===== src/rtl/trq_pkg.sv =====
package trq_pkg;
  localparam int TAG_W = 2;
  localparam int SRC_W = 4;
  localparam int CODE_W = 5;
  localparam int OP_W = 6;
  localparam int ERR_BITS = OP_W + SRC_W + CODE_W;

  localparam logic [TAG_W-1:0] TAG_DATA = 2'b00;
  localparam logic [TAG_W-1:0] TAG_WPT = 2'b01;

  localparam logic [OP_W-1:0] OP_ERROR = 6'b001000;
  localparam logic [CODE_W-1:0] CODE_DATA_ONLY = 5'b00010;
  localparam logic [CODE_W-1:0] CODE_WITH_WPT = 5'b01000;

  typedef enum logic {
    MODE_PASS,
    MODE_DRAIN
  } trq_mode_e;
endpackage


===== src/rtl/trq_fifo.sv =====
module trq_fifo #(
  parameter int DEPTH = 8,
  parameter int WORD_W = 116,
  localparam int PTR_W = (DEPTH > 1) ? $clog2(DEPTH) : 1,
  localparam int CNT_W = $clog2(DEPTH + 1)
) (
  input  logic              clk,
  input  logic              rst_n,
  input  logic              wr_en,
  input  logic [WORD_W-1:0] wr_word,
  input  logic              rd_en,
  output logic [WORD_W-1:0] rd_word,
  output logic [CNT_W-1:0]  count
);
  localparam logic [PTR_W-1:0] LAST_PTR = PTR_W'(DEPTH - 1);

  logic [WORD_W-1:0] mem [DEPTH];
  logic [PTR_W-1:0] wr_ptr, rd_ptr;
  logic [CNT_W-1:0] cnt_q;

  function automatic logic [PTR_W-1:0] bump(input logic [PTR_W-1:0] p);
    return (p == LAST_PTR) ? '0 : p + PTR_W'(1);
  endfunction

  always_ff @(posedge clk) begin
    if (wr_en) mem[wr_ptr] <= wr_word;
  end

  always_ff @(posedge clk or negedge rst_n) begin
    if (!rst_n) begin
      wr_ptr <= '0;
      rd_ptr <= '0;
      cnt_q  <= '0;
    end else begin
      if (wr_en) wr_ptr <= bump(wr_ptr);
      if (rd_en) rd_ptr <= bump(rd_ptr);
      unique case ({wr_en, rd_en})
        2'b10:   cnt_q <= cnt_q + CNT_W'(1);
        2'b01:   cnt_q <= cnt_q - CNT_W'(1);
        default: cnt_q <= cnt_q;
      endcase
    end
  end

  assign rd_word = mem[rd_ptr];
  assign count   = cnt_q;
endmodule


===== src/rtl/trq_drain_ctl.sv =====
module trq_drain_ctl
  import trq_pkg::*;
#(
  parameter int DEPTH = 8,
  localparam int CNT_W = $clog2(DEPTH + 1)
) (
  input  logic             clk,
  input  logic             rst_n,
  input  logic             in_valid,
  input  logic [TAG_W-1:0] in_tag,
  input  logic [CNT_W-1:0] count,
  output logic             in_ready,
  output logic             store_en,
  output logic             inject,
  output logic             drain_o,
  output logic             wp_seen
);
  localparam logic [CNT_W-1:0] FULL_CNT = CNT_W'(DEPTH);

  trq_mode_e mode_q;
  logic wp_q;
  logic accept, full, trigger, is_wpt;

  always_comb begin
    full     = (count == FULL_CNT);
    inject   = (mode_q == MODE_DRAIN) && (count == '0);
    in_ready = !inject;
    accept   = in_valid && in_ready;
    is_wpt   = (in_tag == TAG_WPT);
    store_en = accept && (mode_q == MODE_PASS) && !full;
    trigger  = accept && (mode_q == MODE_PASS) && full;
  end

  always_ff @(posedge clk or negedge rst_n) begin
    if (!rst_n) begin
      mode_q <= MODE_PASS;
      wp_q   <= 1'b0;
    end else if (inject) begin
      mode_q <= MODE_PASS;
      wp_q   <= 1'b0;
    end else if (trigger) begin
      mode_q <= MODE_DRAIN;
      wp_q   <= is_wpt;
    end else if (accept && mode_q == MODE_DRAIN) begin
      wp_q   <= wp_q | is_wpt;
    end
  end

  assign drain_o = (mode_q == MODE_DRAIN);
  assign wp_seen = wp_q;
endmodule


===== src/rtl/trq_errfmt.sv =====
module trq_errfmt
  import trq_pkg::*;
#(
  parameter int DATA_W = 109,
  parameter int LEN_W = 7
) (
  input  logic [SRC_W-1:0]  src_id,
  input  logic              wp_seen,
  output logic [DATA_W-1:0] err_data,
  output logic [LEN_W-1:0]  err_len
);
  logic [CODE_W-1:0] code;

  always_comb begin
    code = wp_seen ? CODE_WITH_WPT : CODE_DATA_ONLY;
    err_data = '0;
    err_data[OP_W-1:0] = OP_ERROR;
    err_data[OP_W+SRC_W-1:OP_W] = src_id;
    err_data[ERR_BITS-1:OP_W+SRC_W] = code;
    err_len = LEN_W'(ERR_BITS);
  end
endmodule


===== src/rtl/trace_ovf_queue.sv =====
module trace_ovf_queue
  import trq_pkg::*;
#(
  parameter int DEPTH = 8,
  parameter int DATA_W = 109,
  parameter int LEN_W = 7,
  localparam int CNT_W = $clog2(DEPTH + 1),
  localparam int WORD_W = DATA_W + LEN_W
) (
  input  logic              clk,
  input  logic              rst_n,
  input  logic [SRC_W-1:0]  src_id,
  input  logic              in_valid,
  output logic              in_ready,
  input  logic [TAG_W-1:0]  in_tag,
  input  logic [DATA_W-1:0] in_data,
  input  logic [LEN_W-1:0]  in_len,
  output logic              out_valid,
  input  logic              out_ready,
  output logic [DATA_W-1:0] out_data,
  output logic [LEN_W-1:0]  out_len,
  output logic              overrun
);
  logic [CNT_W-1:0]  fill_cnt;
  logic              store_en, inject, drain_q, wp_seen;
  logic [DATA_W-1:0] err_data;
  logic [LEN_W-1:0]  err_len;
  logic [WORD_W-1:0] wr_word, rd_word;
  logic              wr_en, rd_en;

  trq_drain_ctl #(.DEPTH(DEPTH)) u_ctl (
    .clk(clk), .rst_n(rst_n), .in_valid(in_valid), .in_tag(in_tag),
    .count(fill_cnt), .in_ready(in_ready), .store_en(store_en),
    .inject(inject), .drain_o(drain_q), .wp_seen(wp_seen)
  );

  trq_errfmt #(.DATA_W(DATA_W), .LEN_W(LEN_W)) u_fmt (
    .src_id(src_id), .wp_seen(wp_seen), .err_data(err_data), .err_len(err_len)
  );

  always_comb begin
    wr_en   = store_en | inject;
    wr_word = inject ? {err_len, err_data} : {in_len, in_data};
  end

  assign out_valid = (fill_cnt != '0);
  assign rd_en     = out_valid && out_ready;

  trq_fifo #(.DEPTH(DEPTH), .WORD_W(WORD_W)) u_fifo (
    .clk(clk), .rst_n(rst_n), .wr_en(wr_en), .wr_word(wr_word),
    .rd_en(rd_en), .rd_word(rd_word), .count(fill_cnt)
  );

  assign out_data = rd_word[DATA_W-1:0];
  assign out_len  = rd_word[WORD_W-1:DATA_W];
  assign overrun  = inject;
endmodule


===== config.mk =====
export PLATFORM = sky130hd
export DESIGN_NAME = trace_ovf_queue
export DESIGN_NICKNAME = d
export VERILOG_FILES = /design/src/rtl/trq_pkg.sv /design/src/rtl/trq_fifo.sv /design/src/rtl/trq_drain_ctl.sv /design/src/rtl/trq_errfmt.sv /design/src/rtl/trace_ovf_queue.sv
export SDC_FILE = /design/constraint.sdc
export NUM_CORES = 1
export LEC_CHECK = 0
export BUFFER_PORTS_ARGS = -buffer_cell sky130_fd_sc_hd__clkbuf_2
export CAP_MARGIN = 15
export CELL_PAD_IN_SITES_DETAIL_PLACEMENT = 1
export CELL_PAD_IN_SITES_GLOBAL_PLACEMENT = 1
export CORE_UTILIZATION = 54
export DETAILED_ROUTE_END_ITERATION = 12
export PLACE_DENSITY = 0.91
export SLEW_MARGIN = 5
export SYNTH_ARGS = -nofsm -noshare
export SYNTH_HDL_FRONTEND = slang
export SYNTH_SLANG_ARGS = --single-unit

===== constraint.sdc =====
create_clock -name clk -period 18.35 [get_ports clk]
set_input_delay 1.835 -clock clk [delete_from_list [all_inputs] [get_ports clk]]
set_output_delay 1.835 -clock clk [all_outputs]
set_load 0.02 [all_outputs]

# --- Word-level counts from Yosys, hierarchy flattened ---
# Memory sizes are Yosys's and may differ from the RTL's.
# Index checks and enable logic that the tools add are counted.
word_totals:
  reg_bits: 12
  elab_cells: 45
  input_bits: 126
  out_inout_bits: 119
  mem_count: 1
  mem_bits_rw: 928
op_classes:
  n_mux: 12
  n_bitwise: 3
  eq_ne: 6
  addsub: 4
  n_reduce_logical: 14
memory_table:
  columns: ["memory", "words", "word_bits", "read_ports", "rd_ports_with_merged_regs", "wr", "line_no", "text"]
  rows:
  - ["u_fifo.mem", 8, 116, 1, 0, 1, "trq_fifo.sv:17", "logic [WORD_W-1:0] mem [DEPTH];"]
ops:
  columns: ["op", "n"]
  rows:
  - ["2-to-1 mux 116 bit", 1]
  - ["case mux 4 bit (2 select lines)", 1]
  - ["logical AND 1 bit", 7]
  - ["2-to-1 mux 1 bit", 7]
  - ["adder 3 x 1 -> 3 bit (second input constant)", 2]
  - ["== test 3 bit (second input constant)", 2]
  - ["2-to-1 mux 3 bit", 2]
  - ["adder 4 x 1 -> 4 bit (second input constant)", 1]
  - ["== test 2 x 1 -> 1 bit (second input constant)", 2]
  - ["== test 4 bit (second input constant)", 1]
  - ["zero test 4 bit", 1]
  - ["2-to-1 mux 4 bit", 1]
  - ["nonzero test 2 bit", 2]
  - ["nonzero test 4 bit", 1]
  - ["subtractor 4 x 1 -> 4 bit (second input constant)", 1]
  - ["nonzero test 3 bit", 1]
  - ["== test 2 bit (second input constant)", 1]
  - ["zero test 1 bit", 2]
  - ["bitwise OR 1 bit", 2]
  - ["inverter 1 bit", 1]

# --- Longest topological paths before layout ---
# Gate-level depths: netlist of the first run.
depth:
  ltp_word: 9
  ltp_mapped: 12
  mapped_depth_nobuf: 11

# --- By module ---
# From an unflattened synthesis of the first run, not the netlist that was laid out.
hier_totals:
  cells_unflattened: 1663
  area_unflattened_um2: 38174.1
by_module_without_submodules:
  columns: ["module", "area_each_um2", "n_inst", "cells_per_inst", "seq_area_each_um2"]
  rows:
  - ["trq_fifo", 35614.2, 1, 1395, 28117.0]
  - ["trace_ovf_queue", 1536.5, 1, 132, 0.0]
  - ["trq_errfmt", 874.6, 1, 118, 0.0]
  - ["trq_drain_ctl", 148.9, 1, 18, 50.0]

# --- Worst setup path before layout of the first run ---
# OpenSTA, ideal clock, no wires.
synth_timing:
  path_kind: "in2reg"
  start: "in in_valid"
  end: "mem u_fifo.mem[4][0], enable pin"
  n_path_buf: 0
  path_slack_ns: 3.260
  t_required_ns: 17.434
  path_stages: 4
  setup_ns: 0.916
  arrival_time_ns: 14.174
  path_cell_list: "nor2_1 a211oi_2 inv_2 nor4b_1"
synth_between:
  elab_chain_cells: 6
synth_rtl:
  columns: ["element", "line_no", "text"]
  rows:
  - ["start, declared", "trace_ovf_queue.sv:13", "input logic in_valid,"]
  - ["logical AND 1 bit", "trq_drain_ctl.sv:28", "accept = in_valid && in_ready;"]
  - ["logical AND 1 bit (2 in series)", "trq_drain_ctl.sv:30", "store_en = accept && (mode_q == MODE_PASS) && !full;"]
  - ["bitwise OR 1 bit", "trace_ovf_queue.sv:42", "wr_en = store_en | inject;"]
  - ["2-to-1 mux 1 bit", "trq_fifo.sv:26", "if (wr_en) mem[wr_ptr] <= wr_word;"]
  - ["2-to-1 mux 1 bit (not written as such)", "trq_fifo.sv:26", null]
  - ["end, declared", "trq_fifo.sv:17", null]
# Every way passes these cells.

# --- Final worst setup path of the first run ---
layout_timing:
  start: "reg u_fifo.rd_ptr[0]"
  end: "out out_data[81]"
layout_between:
  elab_chain_cells: 1
layout_rtl:
  columns: ["element", "line_no", "text"]
  rows:
  - ["start, declared", "trq_fifo.sv:18", "logic [PTR_W-1:0] wr_ptr, rd_ptr;"]
  - ["start signal, assigned", "trq_fifo.sv:36", "if (rd_en) rd_ptr <= bump(rd_ptr);"]
  - ["memory read (8 x 116 bit)", null, null]
  - ["end, declared", "trace_ovf_queue.sv:20", "output logic [DATA_W-1:0] out_data,"]
# Every way passes these cells.

==> results_dict.tcl, run 1 <==
set metrics [dict create \
    finalSetupViolCount 0 \
    setup_tns_ns 0 \
    cts_tree "done" \
    ir_drop_uv 145 \
    dr.pass1.iters 5 \
    timing.rr.end "u_fifo.mem[3][48]" \
    die_h_um 263 \
    cts-htree-levels 3 \
    hold_depth 1 \
    required_ns 16.51 \
    cp_max_fo 54 \
    ys.flop_type "edfxtp_1" \
    antenna_found_initial 6 \
    yosysSeqAreaShare 0.768 \
    synth_cell_type_count 37 \
    fin_crit_sh 0.334 \
    fill_cells 5403 \
    post_cts_buffers 0 \
    syn_to_final_growth_pct 13.9 \
    initial_core_util 0.546 \
    reg2reg_depth 6 \
    cts_buffers 92 \
    path_clk_slew_ns 0.06 \
    cts.sinks 940 \
    post_drt_wl_per_cell_um 29.1 \
    final_common_cell "edfxtp_1" \
    nNetsFinal 1975 \
    relSlewSlack 0.284 \
    drt-initial-drc-count 1225 \
    crit_arrival_ns 4.30 \
    synthCells 1550 \
    fin_ws_ns 12.22 \
    p_per_area_nw_per_um2 173 \
    worst-slew-pin-transition_ns 1.07 \
    rsz0062_at_grt "no" \
    die_width_um 263 \
    vias 16700 \
    place_congestion 0.721 \
    cts_resized 0 \
    clock-root-buffer "clkbuf_16" \
    finClkSkew_ns 0.0394 \
    hold_class "reg -> reg" \
    seq_area_sq_um 28200 \
    drive_gt1_frac 0.405 \
    core_sq_um 67200 \
    grt_pass1_vias 19000 \
    rrSetupSlack_ns 14.54 \
    busiest_layer "met2" \
    rows 95 \
    preCtsSetupSlack_ns 12.73 \
    port_buffers 244 \
    multi_input_area_sq_um 7990 \
    critPathCaptureType "output port" \
    viasPerCell 5.98 \
    grt_usage 0.240 \
    min_from "u_fifo.count[3]" \
    routed_wl_mm 81.3 \
    grt_use_met1 0.292 \
    total_power_mw 7.23 \
    grt_pass1_wl_mm 121 \
    ios 245 \
    overflow 0 \
    reg2reg_from "u_fifo.count[2]" \
    grt_start_max_net_pins 115 \
    hold_viol_final 0 \
    fin_crit_ns 6.13 \
    cts_hold_buf 0 \
    finalInstanceArea_sq_um 41800 \
    start_kind "flip-flop" \
    use_met2 0.428 \
    ant_nets 0 \
    max_cap_violations 0 \
    synth.avg_cell_area_sq_um 23.6 \
    postPlaceCellArea_sq_um 38800 \
    grtUsageMet3 0.0528 \
    synth_nets 1683 \
    hold_path_end "u_fifo.count[3]" \
    leakagePower_nw 13.9 \
    yosys_warnings 0 \
    ys_ff_latch 940 \
    timing.hold.ws_ns 0.601 \
    run_status "finished, final reports clean" \
    netlist_area_sq_um 36700 \
    dp_hpwl_mm 44.7 \
    fmax_mhz 163 \
    insertion_delay_ns 0.64 \
    critical_path_class "reg -> out" \
    cts_buffer_depth 3 \
    async_reset_ff_frac 0.0128 \
    final_cell_mix "edfxtp_1, clkbuf_2, mux4_2" \
    synth_edf_count 928 \
    fp.dieArea_sq_um 68900 \
    slew_viol_final 0 \
    drc 0 \
]
[where the power goes]
group / total, mW / internal (mW) / switching, mW
Combinational: 2.39 / 1.04 / 1.35
Clock: 1.85 / 1.07 / 0.784
Sequential: 2.99 / 2.82 / 0.169
[how the worst max path moves through the flow]
stage / start / end / slack [ns] / cells after the start
after floorplan: in_valid / u_fifo.mem[4][0] / 3.26 / 4
after global placement: u_fifo.rd_ptr[0] / out_data[85] / 12.84 / 5
after detailed placement: u_fifo.rd_ptr[0] / out_data[77] / 12.73 / 5
after CTS: u_fifo.rd_ptr[0] / out_data[77] / 12.02 / 5
after global routing: u_fifo.rd_ptr[0] / out_data[77] / 11.79 / 5
final: u_fifo.rd_ptr[0] / out_data[81] / 12.22 / 5
[synth_stat cells, types with 2 or more instances]
master / instances / area share
a21o_1: 2 / 0.00041
a21oi_1: 4 / 0.00055
and2_1: 105 / 0.018
buf_12: 3 / 0.0016
buf_2: 29 / 0.0040
buf_6: 9 / 0.0028
buf_8: 7 / 0.0029
clkbuf_1: 31 / 0.0032
dfrtp_1: 12 / 0.0082
edfxtp_1: 928 / 0.76
ha_1: 7 / 0.0024
inv_1: 5 / 0.00051
mux2_1: 5 / 0.0015
mux2_2: 62 / 0.019
mux2_4: 58 / 0.024
mux4_2: 232 / 0.14
nand2_1: 11 / 0.0011
nand2b_1: 6 / 0.0010
nor2_1: 6 / 0.00061
nor2b_1: 3 / 0.00051
nor3_1: 4 / 0.00055
nor3b_1: 2 / 0.00041
o21ai_0: 2 / 0.00027
xor2_1: 4 / 0.00096
[metrics by stage]
step / util / instances
2_1_floorplan: - / 1550
3_3_place_gp: 0.577 / 2621
3_5_place_dp: 0.577 / 2621
4_1_cts: 0.622 / 2790
5_1_grt: 0.622 / 2791
6_report: 0.622 / 2791
[kinds of logic after synthesis]
logic type,Yosys count,synth area share
AOI/OAI and AO/OA,13,0.00239
DFF,940,0.768
adders and majority gates,7,0.00239
muxes,357,0.187
buffers and inverters,85,0.0150
and+or+nand+nor,143,0.0237
xor gates and xnor gates,5,0.00119
[cell type report]
cell class | instances | share of cell area
Antenna cell | 1 | 0.0000599
Timing Repair Buffer | 277 | 0.0355
Clock buffer | 115 | 0.0589
Sequential cell | 940 | 0.675
Inverter | 6 | 0.000539
Clock inverter | 54 | 0.0127
Multi-Input combinational cell | 525 | 0.191
Tap cell | 873 | 0.0262
[flip-flops by register name (all words and copies together) (netlist names)]
signal and cells:
u_fifo.rd_ptr 3, u_fifo.count 4, u_ctl.drain_o 1, u_fifo.wr_ptr 3, u_ctl.wp_seen 1, u_fifo.mem 928
[worst max-delay path, cell delays in order (launching register included)]
cell      delay (ns)
dfrtp_4         0.69
buf_4           0.87
buf_4           0.88
mux4_2          0.64
mux2_2          0.30
clkbuf_2        0.16
[metal layers]
layer,vias up,share of wire
met5,-,0.00076
met1,8930,0.38
li1,7069,-
met3,141,0.060
met2,543,0.53
met4,10,0.024
Power figures use the tool's default switching activity.
==> run 2, diff against run 1 <==
==> constraint.sdc (replaced) <==
create_clock -name clk -period 5.8 [get_ports clk]
set_input_delay 0.58 -clock clk [delete_from_list [all_inputs] [get_ports clk]]
set_output_delay 0.58 -clock clk [all_outputs]
set_load 0.02 [all_outputs]
==> results_dict.tcl, run 2 (same netlist as run 1, synthesis figures left out) <==
set metrics [dict create \
    timing.rr.end "u_fifo.mem[1][84]" \
    grt_start_max_net_pins 120 \
    final_common_cell "edfxtp_1" \
    rsz0062_at_grt "no" \
    largest-register "u_fifo.mem" \
    crit_arrival_ns 3.30 \
    reg2reg_depth 5 \
    critPathSlowestCell "dfrtp_4" \
    cts_buffers 94 \
    die_width_um 263 \
    ios 245 \
    fin_crit_ns 3.88 \
    worst-path-buf-inv 2 \
    hold_viol_final 0 \
    cp.depth 4 \
    grt_pass1_vias 19000 \
    place_congestion 0.706 \
    dp_hpwl_mm 45.8 \
    critPathCapture "out_data[45]" \
    insertion_delay_ns 0.64 \
    p_per_area_nw_per_um2 550 \
    die_h_um 263 \
    stdcell_count 2796 \
    start_kind "flip-flop" \
    drt-initial-drc-count 1376 \
    cts-htree-levels 3 \
    crit_family "flip-flops" \
    cts_tree "done" \
    viasPerCell 6.07 \
    required_ns 5.22 \
    crit_chain "buf_4 > mux4_2 > mux2_4 > clkbuf_2" \
    relSlewSlack 0.285 \
    final_cell_mix "edfxtp_1, clkbuf_2, mux4_2" \
    initial_core_util 0.546 \
    routed_wl_mm 83.4 \
    nNetsFinal 1979 \
    drive_gt1_frac 0.406 \
    post_drt_wl_per_cell_um 29.8 \
    vias 17000 \
    port_buffers 244 \
    largest_reg_flops 928 \
    cts_buffer_depth 3 \
    cp_max_fo 35 \
    hold_class "in -> reg" \
    ant_nets 0 \
    dp.cells 2622 \
    fp.dieArea_sq_um 68900 \
    max_stage_delay_ns 0.92 \
    finClkSkew_ns 0.0136 \
    run_status "finished, final reports clean" \
    cts_resized 0 \
    critical_path_class "reg -> out" \
    critPathCaptureType "output port" \
    dr.pass1.iters 5 \
    cts.sinks 940 \
    fmax_mhz 258 \
    fin_crit_sh 0.670 \
    leakagePower_nw 14.0 \
    final_util 0.624 \
    reg2reg_from "u_fifo.count[1]" \
    core_sq_um 67200 \
    overflow 0 \
    rows 95 \
    crit_start "u_fifo.rd_ptr[0]" \
    finalSetupViolCount 0 \
    path_clk_slew_ns 0.06 \
    worst-slew-pin-transition_ns 1.07 \
    grt_pass1_wl_mm 124 \
    grt_usage 0.247 \
    ir_drop_uv 451 \
    setup_tns_ns 0 \
    min_from "in_valid" \
    syn_to_final_growth_pct 14.4 \
    drc 0 \
    clock-root-buffer "clkbuf_16" \
    rrSetupSlack_ns 2.57 \
    antenna_found_initial 7 \
    slew_viol_final 0 \
    max_cap_violations 0 \
]
[run 2: changes by cell type in the layout (fill, tap and decap cells not counted), sizes merged, moves of 2 or more]
cell	change
clkbuf	-4
clkinv	+2
diode	+2
inv	+3
[run 2: worst min path at each step]
stage	end	slack, ns	cells past startpoint
6_report	u_ctl.drain_o	0.35	3
3_3_place_gp	u_ctl.drain_o	0.48	1
4_1_cts	u_ctl.drain_o	0.33	3
3_5_place_dp	u_fifo.rd_ptr[0]	0.50	1
2_1_floorplan	u_ctl.drain_o	0.28	0
5_1_grt	u_ctl.drain_o	0.32	3
[run 2: report_power, final]
group | leakage [nW] | internal (mW) | switching, mW
Combinational | 3.93 | 3.34 | 4.31
Sequential | 8.57 | 8.91 | 0.572
Clock | 1.47 | 3.42 | 2.49
[run 2: layer usage]
layer	wire [um]	global-route usage	vias to the layer above	part of all wire
met3	4630	0.0460	140	0.055
met5	42	0	-	0.00050
met4	2150	0.0868	6	0.026
li1	-	-	7078	-
met1	32500	0.315	9160	0.39
met2	44000	0.428	581	0.53
[run 2: area by class of cell]
class                   instances  area (sq um)
inverters                       6          22.5
multi-input cells             525          8040
clock inverters                59           527
clock buffers                 111          2460
repair buffers                279          1590
fillers                      5416         25200
flip-flops and latches        940         28200
well taps                     873          1090
diodes                          3          7.51
[run 2: metrics by stage]
stage                     worst slack (ns)  power [mW]  cell area, sq um  hold slack, ns
after floorplan                     -0.889        15.1             36700           0.284
after global placement                2.56        16.9             38900           0.484
after detailed placement              2.48        17.3             38900           0.495
after CTS                             1.79        23.3             41900           0.325
after global routing                  1.69        23.9             41900           0.323
final                                 1.92        23.1             41900           0.352
[run 2: worst register-to-register path, delay by kind of cell, from the launching register on]
family / cells / cell delay [ns]
DFF: 1 / 0.49
and+or+nand+nor: 2 / 0.90
AOI/OAI and AO/OA: 2 / 0.70
buffers and inverters: 1 / 0.71
[run 2: repair_timing]
action	CTS	global route
buffers inserted	0	0
hold endpoints to repair	12	0
hold buffers	1	0
==> run 3, diff against run 2 <==
--- a/config.mk
+++ b/config.mk
@@ -5,13 +5,14 @@
 export SDC_FILE = /design/constraint.sdc
 export NUM_CORES = 1
 export LEC_CHECK = 0
+export ABC_AREA = 1
 export BUFFER_PORTS_ARGS = -buffer_cell sky130_fd_sc_hd__clkbuf_2
 export CAP_MARGIN = 15
 export CELL_PAD_IN_SITES_DETAIL_PLACEMENT = 1
 export CELL_PAD_IN_SITES_GLOBAL_PLACEMENT = 1
-export CORE_UTILIZATION = 54
+export CORE_UTILIZATION = 44
 export DETAILED_ROUTE_END_ITERATION = 12
-export PLACE_DENSITY = 0.91
+export PLACE_DENSITY = 0.86
 export SLEW_MARGIN = 5
 export SYNTH_ARGS = -nofsm -noshare
 export SYNTH_HDL_FRONTEND = slang
==> constraint.sdc (replaced) <==
create_clock -name clk -period 3.2 [get_ports clk]
set_input_delay 0.32 -clock clk [delete_from_list [all_inputs] [get_ports clk]]
set_output_delay 0.32 -clock clk [all_outputs]
set_load 0.02 [all_outputs]
==> results_dict.tcl, run 3 <==
set metrics [dict create \
    cp_max_fo 46 \
    cts_buffer_depth 3 \
    finClkSkew_ns 0.0307 \
    cts.sinks 940 \
    grt_start_max_net_pins 145 \
    required_ns 2.88 \
    ios 245 \
    port_buffers 244 \
    worst-path-buf-inv 2 \
    hold_viol_final 0 \
    yosys_warnings 0 \
    synth_top_family_by_area "simple AND/OR/NAND/NOR gates" \
    synth_compound_area_frac 0.0935 \
    syn_to_final_growth_pct 16.7 \
    vias 25700 \
    initial_core_util 0.444 \
    rrSetupSlack_ns 0.83 \
    finalInstanceArea_sq_um 44200 \
    drc 0 \
    slew_viol_final 0 \
    power_frac_clock 0.265 \
    final_common_cell "edfxtp_1" \
    ys_ff_latch 940 \
    timing.hold.ws_ns 0.0527 \
    antenna_found_initial 4 \
    cts-htree-levels 3 \
    fin_crit_ns 3.05 \
    rsz0062_at_grt "no" \
    clock-root-buffer "clkbuf_16" \
    routed_wl_mm 107 \
    final_util 0.519 \
    muxShareOfSynthArea 0 \
    p_per_area_nw_per_um2 1000 \
    relSlewSlack 0.447 \
    p_seq_frac 0.363 \
    synth.top_cell.area_share 0.736 \
    synth_cell_type_count 22 \
    p_comb_frac 0.372 \
    power_switching_mw 17.3 \
    fin_crit_sh 0.953 \
    ys.flop_type "edfxtp_1" \
    post_drt_wl_per_cell_um 23.0 \
    largest_reg_flops 928 \
    die_width_um 295 \
    synthTopCellsByCount "edfxtp_1, nor2_1, nand2_1, o21ai_0, o21ai_1" \
    insertion_delay_ns 0.65 \
    critical_path.most_common_cell "nand2_1" \
    finalSetupViolCount 0 \
    cp.depth 6 \
    worst-slew-pin-transition_ns 0.830 \
    path_clk_slew_ns 0.06 \
    synth_edf_count 928 \
    p_int_mw 26.9 \
    hold_depth 2 \
    crit_arrival_ns 2.73 \
    ant_nets 0 \
    place_congestion 0.745 \
    synth_area_leaders "edfxtp_1, nor2_1, o21ai_0, nand2_1, o21ai_1" \
    critical_path_class "reg -> out" \
    drt-initial-drc-count 2142 \
    nNetsFinal 3558 \
    core_sq_um 85100 \
    max_stage_delay_ns 0.68 \
    synth_nets 3327 \
    postPlaceCellArea_sq_um 40600 \
    ir_drop_uv 685 \
    hold_class "in -> reg" \
    synth_adder_area_share 0.00231 \
    viasPerCell 5.52 \
    fp.dieArea_sq_um 87200 \
    leakagePower_nw 16.2 \
    dp_hpwl_mm 57.1 \
    critPathCaptureType "output port" \
    critPathSlowestCell "dfrtp_4" \
    yosysMostFrequentCell "edfxtp_1" \
    reg2reg_depth 9 \
    drive_gt1_frac 0.140 \
    max_cap_violations 0 \
    final_cell_mix "edfxtp_1, nor2_1, nand2_1" \
    dp.cells 4453 \
    crit_family "buffers and inverters" \
    synth.avg_cell_area_sq_um 11.8 \
    overflow 0 \
    rows 107 \
    dr.pass1.iters 5 \
    largest-register "u_fifo.mem" \
    synthSimpleGateAreaFrac 0.122 \
    synthCells 3194 \
    p_sw_frac 0.391 \
    async_reset_ff_frac 0.0128 \
    setup_tns_ns 0 \
    grt_pass1_wl_mm 160 \
    grt_pass1_vias 27800 \
    start_kind "flip-flop" \
    cts_buffers 100 \
    synth_area_leader_cell "edfxtp_1" \
    stdcell_count 4655 \
    yosysSeqAreaShare 0.744 \
    grt_usage 0.241 \
    crit_chain "buf_4 > o21ai_0 > o21ai_1 > nand2_1 > nand2_1 > clkbuf_2" \
    netlist_area_sq_um 37800 \
    die_h_um 295 \
    synth-xor-area-share 0.000694 \
    cts_tree "done" \
    run_status "finished, final reports clean" \
    fmax_mhz 328 \
]
## run 3: cell count changes in the layout (fill, tap and decap cells not counted), sizes merged, moves of 5 or more
cell and delta:
nor2 +705, o21ai +703, and2 -105, mux2 -125, nand2b -6, nand2 +490, inv +117, or2 +5
clkinv +5, buf +37, mux4 -232
## run 3: logic make-up after synthesis
logic type      after synthesis
simple gates               1223
flops                       940
compound gates              707
buf+inv                     314
fa+ha+maj                     7
xor+xnor                      3
## run 3: final cells by class
| cell class | count | area (sq um) |
|---|---|---|
| Clock inverter | 72 | 741 |
| Clock buffer | 113 | 2550 |
| Fill cell | 8827 | 41000 |
| Inverter | 121 | 485 |
| Tap cell | 1144 | 1430 |
| Multi-Input combinational cell | 1940 | 8370 |
| Timing Repair Buffer | 322 | 2390 |
| Sequential cell | 940 | 28200 |
| Antenna cell | 3 | 7.51 |
## run 3: repair_timing
item / in CTS / in global routing
cloned: 1 / 2
buffers inserted: 0 / 7
hold endpoints to repair: 14 / 0
setup endpoints to repair: 10 / 28
hold buffers: 4 / 0
resized for setup: 6 / 2
## run 3: routing by layer
layer	vias to the layer above	GRT usage	part of all wire	wire (um)
met5	-	0	0.00047	50
met4	8	0.0901	0.029	3060
met3	214	0.0378	0.055	5880
met2	816	0.426	0.52	55200
met1	13100	0.297	0.40	42800
li1	11500	-	-	-
## run 3: through the flow
step / power (mW) / setup slack, ns
4_1_cts: 44.2 / 0.0161
3_5_place_dp: 32.0 / 0.628
3_3_place_gp: 31.2 / 0.702
6_report: 44.2 / 0.150
2_1_floorplan: 26.3 / -0.0185
5_1_grt: 46.3 / 0.0145
## run 3: final timing paths
check	start	to
worst max register to register	u_fifo.count[2]	u_fifo.mem[3][46]
max in group asynchronous	rst_n	u_fifo.rd_ptr[2]
worst max-delay path	u_fifo.rd_ptr[1]	out_data[0]
min in group asynchronous	rst_n	u_ctl.drain_o
worst min-delay path	in_len[3]	u_fifo.mem[4][112]
worst min register to register	u_ctl.wp_seen	u_ctl.wp_seen
## run 3: power by group through the flow
stage | clock network, mW | logic, mW | registers (mW)
final | 11.7 | 16.4 | 16.0
after global routing | 12.3 | 18.0 | 16.1
after CTS | 11.9 | 16.2 | 16.1
after detailed placement | 0 | 15.8 | 16.3
after global placement | 0 | 15.0 | 16.2
after floorplan | 0 | 10.3 | 16.1
